**src/rtl/ioc_pkg.sv**
```systemverilog
package ioc_pkg;
    localparam int IOC_PINS  = 6;
    localparam int IOC_REG_W = 8;
    localparam int IOC_XT_LO = 4;
    localparam int IOC_XT_HI = 5;
    localparam int IOC_WK_PIN = 3;

    typedef enum logic {
        FLG_IDLE    = 1'b0,
        FLG_PENDING = 1'b1
    } flag_state_e;
endpackage

```
**src/rtl/ioc_enable_reg.sv**
```systemverilog
module ioc_enable_reg #(
    parameter int PINS   = 6,
    parameter int XT_LO  = 4,
    parameter int XT_HI  = 5,
    parameter int WK_PIN = 3
) (
    input  logic            clk,
    input  logic            por_n,
    input  logic            en_wr,
    input  logic [PINS-1:0] en_wdata,
    input  logic            osc_xtal,
    input  logic            sleep,
    input  logic            wake_unit_en,
    output logic [PINS-1:0] en_read,
    output logic [PINS-1:0] en_eff
);
    logic [PINS-1:0] en_q;
    logic            wk_block;

    always_ff @(posedge clk or negedge por_n) begin
        if (!por_n)
            en_q <= '0;
        else if (en_wr)
            en_q <= en_wdata;
    end

    assign wk_block = sleep & wake_unit_en;

    for (genvar i = 0; i < PINS; i++) begin : g_bit
        if (i >= XT_LO && i <= XT_HI) begin : g_xt
            assign en_read[i] = en_q[i] & ~osc_xtal;
        end else begin : g_plain
            assign en_read[i] = en_q[i];
        end
        if (i == WK_PIN) begin : g_wk
            assign en_eff[i] = en_read[i] & ~wk_block;
        end else begin : g_nowk
            assign en_eff[i] = en_read[i];
        end
    end
endmodule

```
**src/rtl/ioc_ref_latch.sv**
```systemverilog
module ioc_ref_latch #(
    parameter int PINS = 6
) (
    input  logic            clk,
    input  logic            por_n,
    input  logic            access,
    input  logic [PINS-1:0] pin_in,
    output logic [PINS-1:0] ref_q
);
    always_ff @(posedge clk or negedge por_n) begin
        if (!por_n)
            ref_q <= '0;
        else if (access)
            ref_q <= pin_in;
    end
endmodule

```
**src/rtl/ioc_compare.sv**
```systemverilog
module ioc_compare #(
    parameter int PINS = 6
) (
    input  logic [PINS-1:0] pin_in,
    input  logic [PINS-1:0] ref_q,
    input  logic [PINS-1:0] en_eff,
    input  logic            access,
    output logic            mismatch,
    output logic            hit
);
    logic [PINS-1:0] diff;

    assign diff     = (pin_in ^ ref_q) & en_eff;
    assign mismatch = |diff;
    assign hit      = mismatch & ~access;
endmodule

```
**src/rtl/ioc_flag_fsm.sv**
```systemverilog
module ioc_flag_fsm
    import ioc_pkg::*;
(
    input  logic clk,
    input  logic por_n,
    input  logic ext_rst_n,
    input  logic hit,
    input  logic flag_wr,
    input  logic flag_wdata,
    output logic chg_flag
);
    flag_state_e state_q, state_d;
    logic        set_req, clr_req;

    assign set_req = hit | (flag_wr & flag_wdata);
    assign clr_req = flag_wr & ~flag_wdata;

    always_ff @(posedge clk or negedge por_n) begin
        if (!por_n)
            state_q <= FLG_IDLE;
        else
            state_q <= state_d;
    end

    always_comb begin
        state_d = state_q;
        if (!ext_rst_n) begin
            state_d = FLG_IDLE;
        end else begin
            unique case (state_q)
                FLG_IDLE:    if (set_req) state_d = FLG_PENDING;
                FLG_PENDING: if (!set_req && clr_req) state_d = FLG_IDLE;
                default:     state_d = FLG_IDLE;
            endcase
        end
    end

    always_comb begin
        chg_flag = (state_q == FLG_PENDING);
    end
endmodule

```
**src/rtl/ioc_detector.sv**
```systemverilog
module ioc_detector
    import ioc_pkg::*;
#(
    parameter int PINS   = IOC_PINS,
    parameter int REG_W  = IOC_REG_W,
    parameter int XT_LO  = IOC_XT_LO,
    parameter int XT_HI  = IOC_XT_HI,
    parameter int WK_PIN = IOC_WK_PIN
) (
    input  logic             clk,
    input  logic             por_n,
    input  logic             ext_rst_n,
    input  logic [PINS-1:0]  pin_in,
    input  logic             port_rd,
    input  logic             port_wr,
    output logic [REG_W-1:0] port_rdata,
    input  logic             en_wr,
    input  logic [PINS-1:0]  en_wdata,
    output logic [REG_W-1:0] en_rdata,
    input  logic             flag_wr,
    input  logic             flag_wdata,
    input  logic             osc_xtal,
    input  logic             sleep,
    input  logic             wake_unit_en,
    input  logic             gie,
    output logic             chg_flag,
    output logic             irq,
    output logic             wake_req
);
    localparam int PAD_W = REG_W - PINS;

    logic            access;
    logic [PINS-1:0] en_read, en_eff, ref_q;
    logic            mismatch, hit;

    assign access = port_rd | port_wr;

    ioc_enable_reg #(.PINS(PINS), .XT_LO(XT_LO), .XT_HI(XT_HI), .WK_PIN(WK_PIN)) u_en (
        .clk(clk), .por_n(por_n), .en_wr(en_wr), .en_wdata(en_wdata),
        .osc_xtal(osc_xtal), .sleep(sleep), .wake_unit_en(wake_unit_en),
        .en_read(en_read), .en_eff(en_eff)
    );

    ioc_ref_latch #(.PINS(PINS)) u_ref (
        .clk(clk), .por_n(por_n), .access(access), .pin_in(pin_in), .ref_q(ref_q)
    );

    ioc_compare #(.PINS(PINS)) u_cmp (
        .pin_in(pin_in), .ref_q(ref_q), .en_eff(en_eff), .access(access),
        .mismatch(mismatch), .hit(hit)
    );

    ioc_flag_fsm u_fsm (
        .clk(clk), .por_n(por_n), .ext_rst_n(ext_rst_n), .hit(hit),
        .flag_wr(flag_wr), .flag_wdata(flag_wdata), .chg_flag(chg_flag)
    );

    assign port_rdata = {{PAD_W{1'b0}}, pin_in};
    assign en_rdata   = {{PAD_W{1'b0}}, en_read};
    assign irq        = chg_flag & gie;
    assign wake_req   = chg_flag & sleep;
endmodule

```
**config.mk**
```make
export PLATFORM = sky130hd
export DESIGN_NAME = ioc_detector
export DESIGN_NICKNAME = d
export VERILOG_FILES = /design/src/rtl/ioc_pkg.sv /design/src/rtl/ioc_enable_reg.sv /design/src/rtl/ioc_ref_latch.sv /design/src/rtl/ioc_compare.sv /design/src/rtl/ioc_flag_fsm.sv /design/src/rtl/ioc_detector.sv
export SDC_FILE = /design/constraint.sdc
export NUM_CORES = 1
export LEC_CHECK = 0
export ABC_AREA = 1
export BUFFER_PORTS_ARGS = -buffer_cell sky130_fd_sc_hd__buf_2
export CORE_MARGIN = 4
export CORE_UTILIZATION = 39
export DETAILED_ROUTE_END_ITERATION = 10
export PLACE_DENSITY = 0.74
export SYNTH_ARGS = -nofsm -noshare
export SYNTH_HDL_FRONTEND = slang
export SYNTH_SLANG_ARGS = --single-unit
```
**constraint.sdc**
```tcl
create_clock -name clk -period 0.9 [get_ports clk]
set_clock_uncertainty 0.05 [all_clocks]
set_input_delay 0.045 -clock clk [delete_from_list [all_inputs] [get_ports clk]]
set_output_delay 0.045 -clock clk [all_outputs]
set_load 0.005 [all_outputs]
```
; ---- Word-level counts from Yosys, hierarchy flattened
; Cells that the tools add are included.
[classes]
n_mux = 4
bitwise_logic = 18
n_reduce_logical = 3
[op_table]
columns = operator, count
row1 = 1-bit bitwise AND, 9
row2 = 6-bit bitwise AND, 1
row3 = 6-bit OR reduction, 1
row4 = 6-bit bitwise XOR, 1
row5 = 1-bit inverter, 5
row6 = 1-bit 2-to-1 mux, 3
row7 = 1-bit OR, 2
row8 = 1-bit one-hot mux with 2 select lines, 1
row9 = 1-bit logical AND, 1
row10 = 1-bit logical NOT, 1
[word_totals]
regBits = 13
inputBits = 24
out_inout_bits = 19
elab_cells = 28

; ---- Depth between registers and ports, before layout
[depth]
ltp_word = 12
ltp_mapped = 9

; ---- Modules after synthesis
; From an unflattened synthesis, not the netlist that was laid out.
[unflattened]
cells_unflattened = 127
hier_area_um2 = 849.6
[modules_own_cells]
columns = mod, n_inst, cells_each, area_per_inst_um2, seq_area_each_um2
row1 = ioc_enable_reg, 1, 40, 312.8, 150.1
row2 = ioc_ref_latch, 1, 25, 221.5, 150.1
row3 = ioc_compare, 1, 35, 155.1, 0.0
row4 = ioc_detector, 1, 18, 105.1, 0.0
row5 = ioc_flag_fsm, 1, 9, 55.1, 25.0

; ---- Worst setup path before layout
; Ideal clock, no wire load.
[synth_path]
path_type = register -> register
startpoint = reg u_en.en_q[4]
endpoint = reg u_fsm.state_q, in the netlist u_fsm.chg_flag
setup_time_ps = 73
t_arrival_ps = 841
setup_slack_ps = -64
stages_incl_launch_ff = 9
path_buffers = 0
period_less_slack_ps = 964
path_cell_list = dfrtp_1 > inv_1 > nor2_2 > nand2_1 > o21ai_1 > inv_1 > nand2_1 > nand2_1 > a21oi_2
[synth_between]
elab_chain_cells = 10
[synth_rtl]
columns = element, line
row1 = "start, declared", ioc_enable_reg.sv:17  ; logic [PINS-1:0] en_q;
row2 = "start signal, assigned", ioc_enable_reg.sv:24  ; en_q <= en_wdata;
row3 = 1-bit bitwise AND *, ioc_enable_reg.sv:31  ; assign en_read[i] = en_q[i] & ~osc_xtal;
row4 = via en_rdata[4], ioc_detector.sv:19  ; output logic [REG_W-1:0] en_rdata,
row5 = 6-bit bitwise AND *, ioc_compare.sv:13  ; assign diff = (pin_in ^ ref_q) & en_eff;
row6 = 6-bit OR reduction *, ioc_compare.sv:14  ; assign mismatch = |diff;
row7 = 1-bit bitwise AND *, ioc_compare.sv:15  ; assign hit = mismatch & ~access;
row8 = 1-bit OR *, ioc_flag_fsm.sv:15  ; assign set_req = hit | (flag_wr & flag_wdata);
row9 = 1-bit logical NOT, ioc_flag_fsm.sv:32  ; FLG_PENDING: if (!set_req && clr_req) state_d = FLG_IDLE;
row10 = 1-bit logical AND, ioc_flag_fsm.sv:32
row11 = 1-bit 2-to-1 mux, ioc_flag_fsm.sv:32
row12 = 1-bit one-hot mux with 2 select lines *, ioc_flag_fsm.sv:30  ; unique case (state_q)
row13 = 1-bit 2-to-1 mux *, ioc_flag_fsm.sv:27  ; if (!ext_rst_n) begin
row14 = via u_fsm.state_d, ioc_flag_fsm.sv:12  ; flag_state_e state_q, state_d;
row15 = "end signal, assigned", ioc_flag_fsm.sv:22  ; state_q <= state_d;
row16 = "end, declared", ioc_flag_fsm.sv:12
; Mark *: on every way through the listed nets, which the timed path passes. The rest lies on a longest branch.
; A chain may end at the register's enable or synchronous reset.

; ---- Worst setup path in the final report
[layout_path]
startpoint = reg u_ref.ref_q[1]
endpoint = reg u_fsm.state_q, in the netlist u_fsm.chg_flag
[layout_between]
elab_chain_cells = 10
[layout_rtl]
columns = element, line
row1 = "start, declared", ioc_ref_latch.sv:8  ; output logic [PINS-1:0] ref_q
row2 = "start signal, assigned", ioc_ref_latch.sv:14  ; ref_q <= pin_in;
row3 = 6-bit bitwise XOR *, ioc_compare.sv:13
row4 = 6-bit bitwise AND *, ioc_compare.sv:13
row5 = 6-bit OR reduction *, ioc_compare.sv:14
row6 = 1-bit bitwise AND *, ioc_compare.sv:15
row7 = 1-bit OR *, ioc_flag_fsm.sv:15
row8 = 1-bit logical NOT, ioc_flag_fsm.sv:32
row9 = 1-bit logical AND, ioc_flag_fsm.sv:32
row10 = 1-bit 2-to-1 mux, ioc_flag_fsm.sv:32
row11 = 1-bit one-hot mux with 2 select lines *, ioc_flag_fsm.sv:30
row12 = 1-bit 2-to-1 mux *, ioc_flag_fsm.sv:27
row13 = via u_fsm.state_d, ioc_flag_fsm.sv:12
; Marks and branches as above.

==> results.md <==
* Status: finished with violations
* Failing checks: setup timing
* Place WS at -0.145 ns
* Port Buffers at 38
* Placed cell count at 155
* Vias in the first global route at 739
* Cell area after synthesis at between 700 and 800 um2
* Crit Path Max Fanout at 3
* Largest net degree at the start of global routing at 14
* Final wirelength at 1.86 mm
* Vias at 766
* Initial antenna violation count at 0
* Worst Hold Class: input port to register
* Crit. End Element: register
* Final Util at 62.4%
* Post-route ant nets at 0
* Final period util at 117%
* Synth warnings at 0
* Yosys reg bits at 13
* Die height at between 50 and 60 um
* Non-filler cells, final at between 150 and 200
* Final max-slew violation count at 0
* Area of the multi-input gates at 299 um2
* Static leakage at between 0.6 and 0.7 nW
* Clk pin slew, worst setup/hold paths at 0.08 ns
* Max Cap Viol at 0
* Endpoints failing setup at 10
* Final min period at between 1 and 1.5 ns
* Crit start category: register
* DRC Markers at 0
* Row Count at 15
* WS Path Type: register to register
* Layout cell share with drive strength beyond 1 at 39.5%
* # fillers at 159
* First-pass GRT wire length at approximately 2.9 mm
* Clock latency on the worst-skew pair at roughly 0.28 ns
* Post-route setup slack at -0.149 ns
* PD cells at 1270 nW/um2
* Post-synthesis sequential area ratio at a little over two fifths
* Synth area leader: dfrtp_1
* CP dominant cell by count: nand2_1
* RePlAce Congestion at ~0.67
* Nets at 172
* Io pins at 43
* Crit path largest cell delay at 0.40 ns
* Initial Util at 43.2%
* Fmax at around 950 MHz
* TritonCTS Buffers at 3
* RSZ-0062 raised after global routing: yes
* H-tree Lvls at 1
* Clock sinks at 13
* Arrival @ worst endpoint at between 1 and 1.5 ns
* Core Footprint at 1800 um2
* Final Power at 1.42 mW
* Clock Tree Root: clkbuf_4
* Total track usage at 14.4%
* Accumulated negative setup slack at -0.804 ns
* Drt first pass iters at 4
* Area contributors post-synth: dfrtp_1 42%, buf_4 14%, nand2_1 14%
* Hpwl dp at 1.37 mm
* Final hold vios at 0
* Cell Chain, Critical Path: inv_1, nand2_1, nand3_1, nand2_1, nor2_1, nand2_1, nand2_1, a21oi_2
* Wire per inst at 10.8 um
* Die Wd at 52.7 um
* CTS tree: built
* Syn Area/Cell at 7.78 um2
* Synth Instances at 100
* Top cell type's share of synthesized area at between 40% and 50%
* R2R setup slack at -0.15 ns
* Reg area at between 300 and 400 um2
* Grt ovf at 0
* Unique masters post-synth at 16
* Crit path required time at 1.02 ns
* Initial DRC Count at 3
* Maximum buffer depth of the clock tree at 2
* Crit path max-delay cell type: dfrtp_1
* P&R area growth vs syn at 44.5%
* Diodes inserted at 0
* Die ar. at 2770 um2
* VDD IR-drop max at 0.000652 V
* Vias per cell at 4.45
## Yosys cell counts
master and count:
mux2i_1 1, nor2_2 2, inv_1 17, nand3_1 4
nor2_4 1, buf_2 2, nor2_1 2, dfrtp_1 13
nand2_1 28, buf_4 14, conb_1 1, a21oi_1 1
a21oi_2 1, mux2_2 4, o21ai_0 6, o21ai_1 3
## timing repair
item	CTS	global route
pin swaps	2	3
hold buffers	12	0
gates resized for setup	6	5
hold endpoints to repair	24	0
buffers inserted	1	1
endpoints found under the setup margin	12	13
cloned	0	0
## cells by family (layout without fill, tap and decap cells)
logic type | Yosys count | count (layout) | share of synthesized area [%]
flops | 13 | 13 | 41.8
compound gates | 11 | 11 | 7.56
mux | 5 | 5 | 7.07
other cells | 1 | 4 | 0.482
simple gates | 37 | 37 | 20.1
buf+inv | 33 | 77 | 23.0
## registers in the layout (all words and copies together), names as in the netlist
| name | count |
|---|---|
| u_en.en_q | 6 |
| u_ref.ref_q | 6 |
| u_fsm.chg_flag | 1 |
## worst paths after layout
check,startpoint,cells past startpoint,endpoint
max in group asynchronous,por_n,2,u_ref.ref_q[5]
min,pin_in[5],3,u_ref.ref_q[5]
max reg2reg,u_ref.ref_q[1],8,u_fsm.chg_flag
min reg2reg,u_ref.ref_q[3],2,u_ref.ref_q[3]
min in group asynchronous,por_n,2,u_en.en_q[2]
max,u_ref.ref_q[1],8,u_fsm.chg_flag
## metrics by stage
stage	cell area [um2]	hold WS [ns]
floorplan	790	-0.301
global placement	933	-0.104
detailed placement	933	-0.105
CTS	1110	0.000842
global route	1120	0.0319
finish	1120	0.0125
## layout make-up
type,count,area share [%]
Multi-Input combinational cell,57,26.6
Clock buffer,4,2.34
Sequential cell,13,28.9
Timing Repair Buffer,56,33.7
Tap cell,25,2.78
Inverter,17,5.67
## critical path, delay by kind of cell, from the launching register on
family	cells	cell delay, ns
flip-flops	1	0.40
AND/OR/NAND/NOR	6	0.38
buffers and inverters	1	0.06
AO/OA/AOI/OAI	1	0.05
## power by group
part / internal [mW] / leakage, nW / switching, mW
registers: 0.636 / 0.156 / 0.0353
clock network: 0.172 / 0.0150 / 0.199
logic: 0.213 / 0.460 / 0.169
## per-layer routing
layer | track usage (%) | share of wire [%]
met5 | 0 | 0
met3 | 2.56 | 7.5
met2 | 25.4 | 50
met1 | 15.6 | 40
met4 | 8.94 | 2.0
## cell usage in the layout, fill, tap and decap left out, drive strengths merged
master,count
buf,44
nand2,28
inv,17
dfrtp,13
dlygate4sd3,12
o21ai,9
nor2,5
nand3,4
mux2,4
conb,4
clkbuf,4
a21oi,2
mux2i,1
Note: power is estimated with default switching activity, not from simulation.
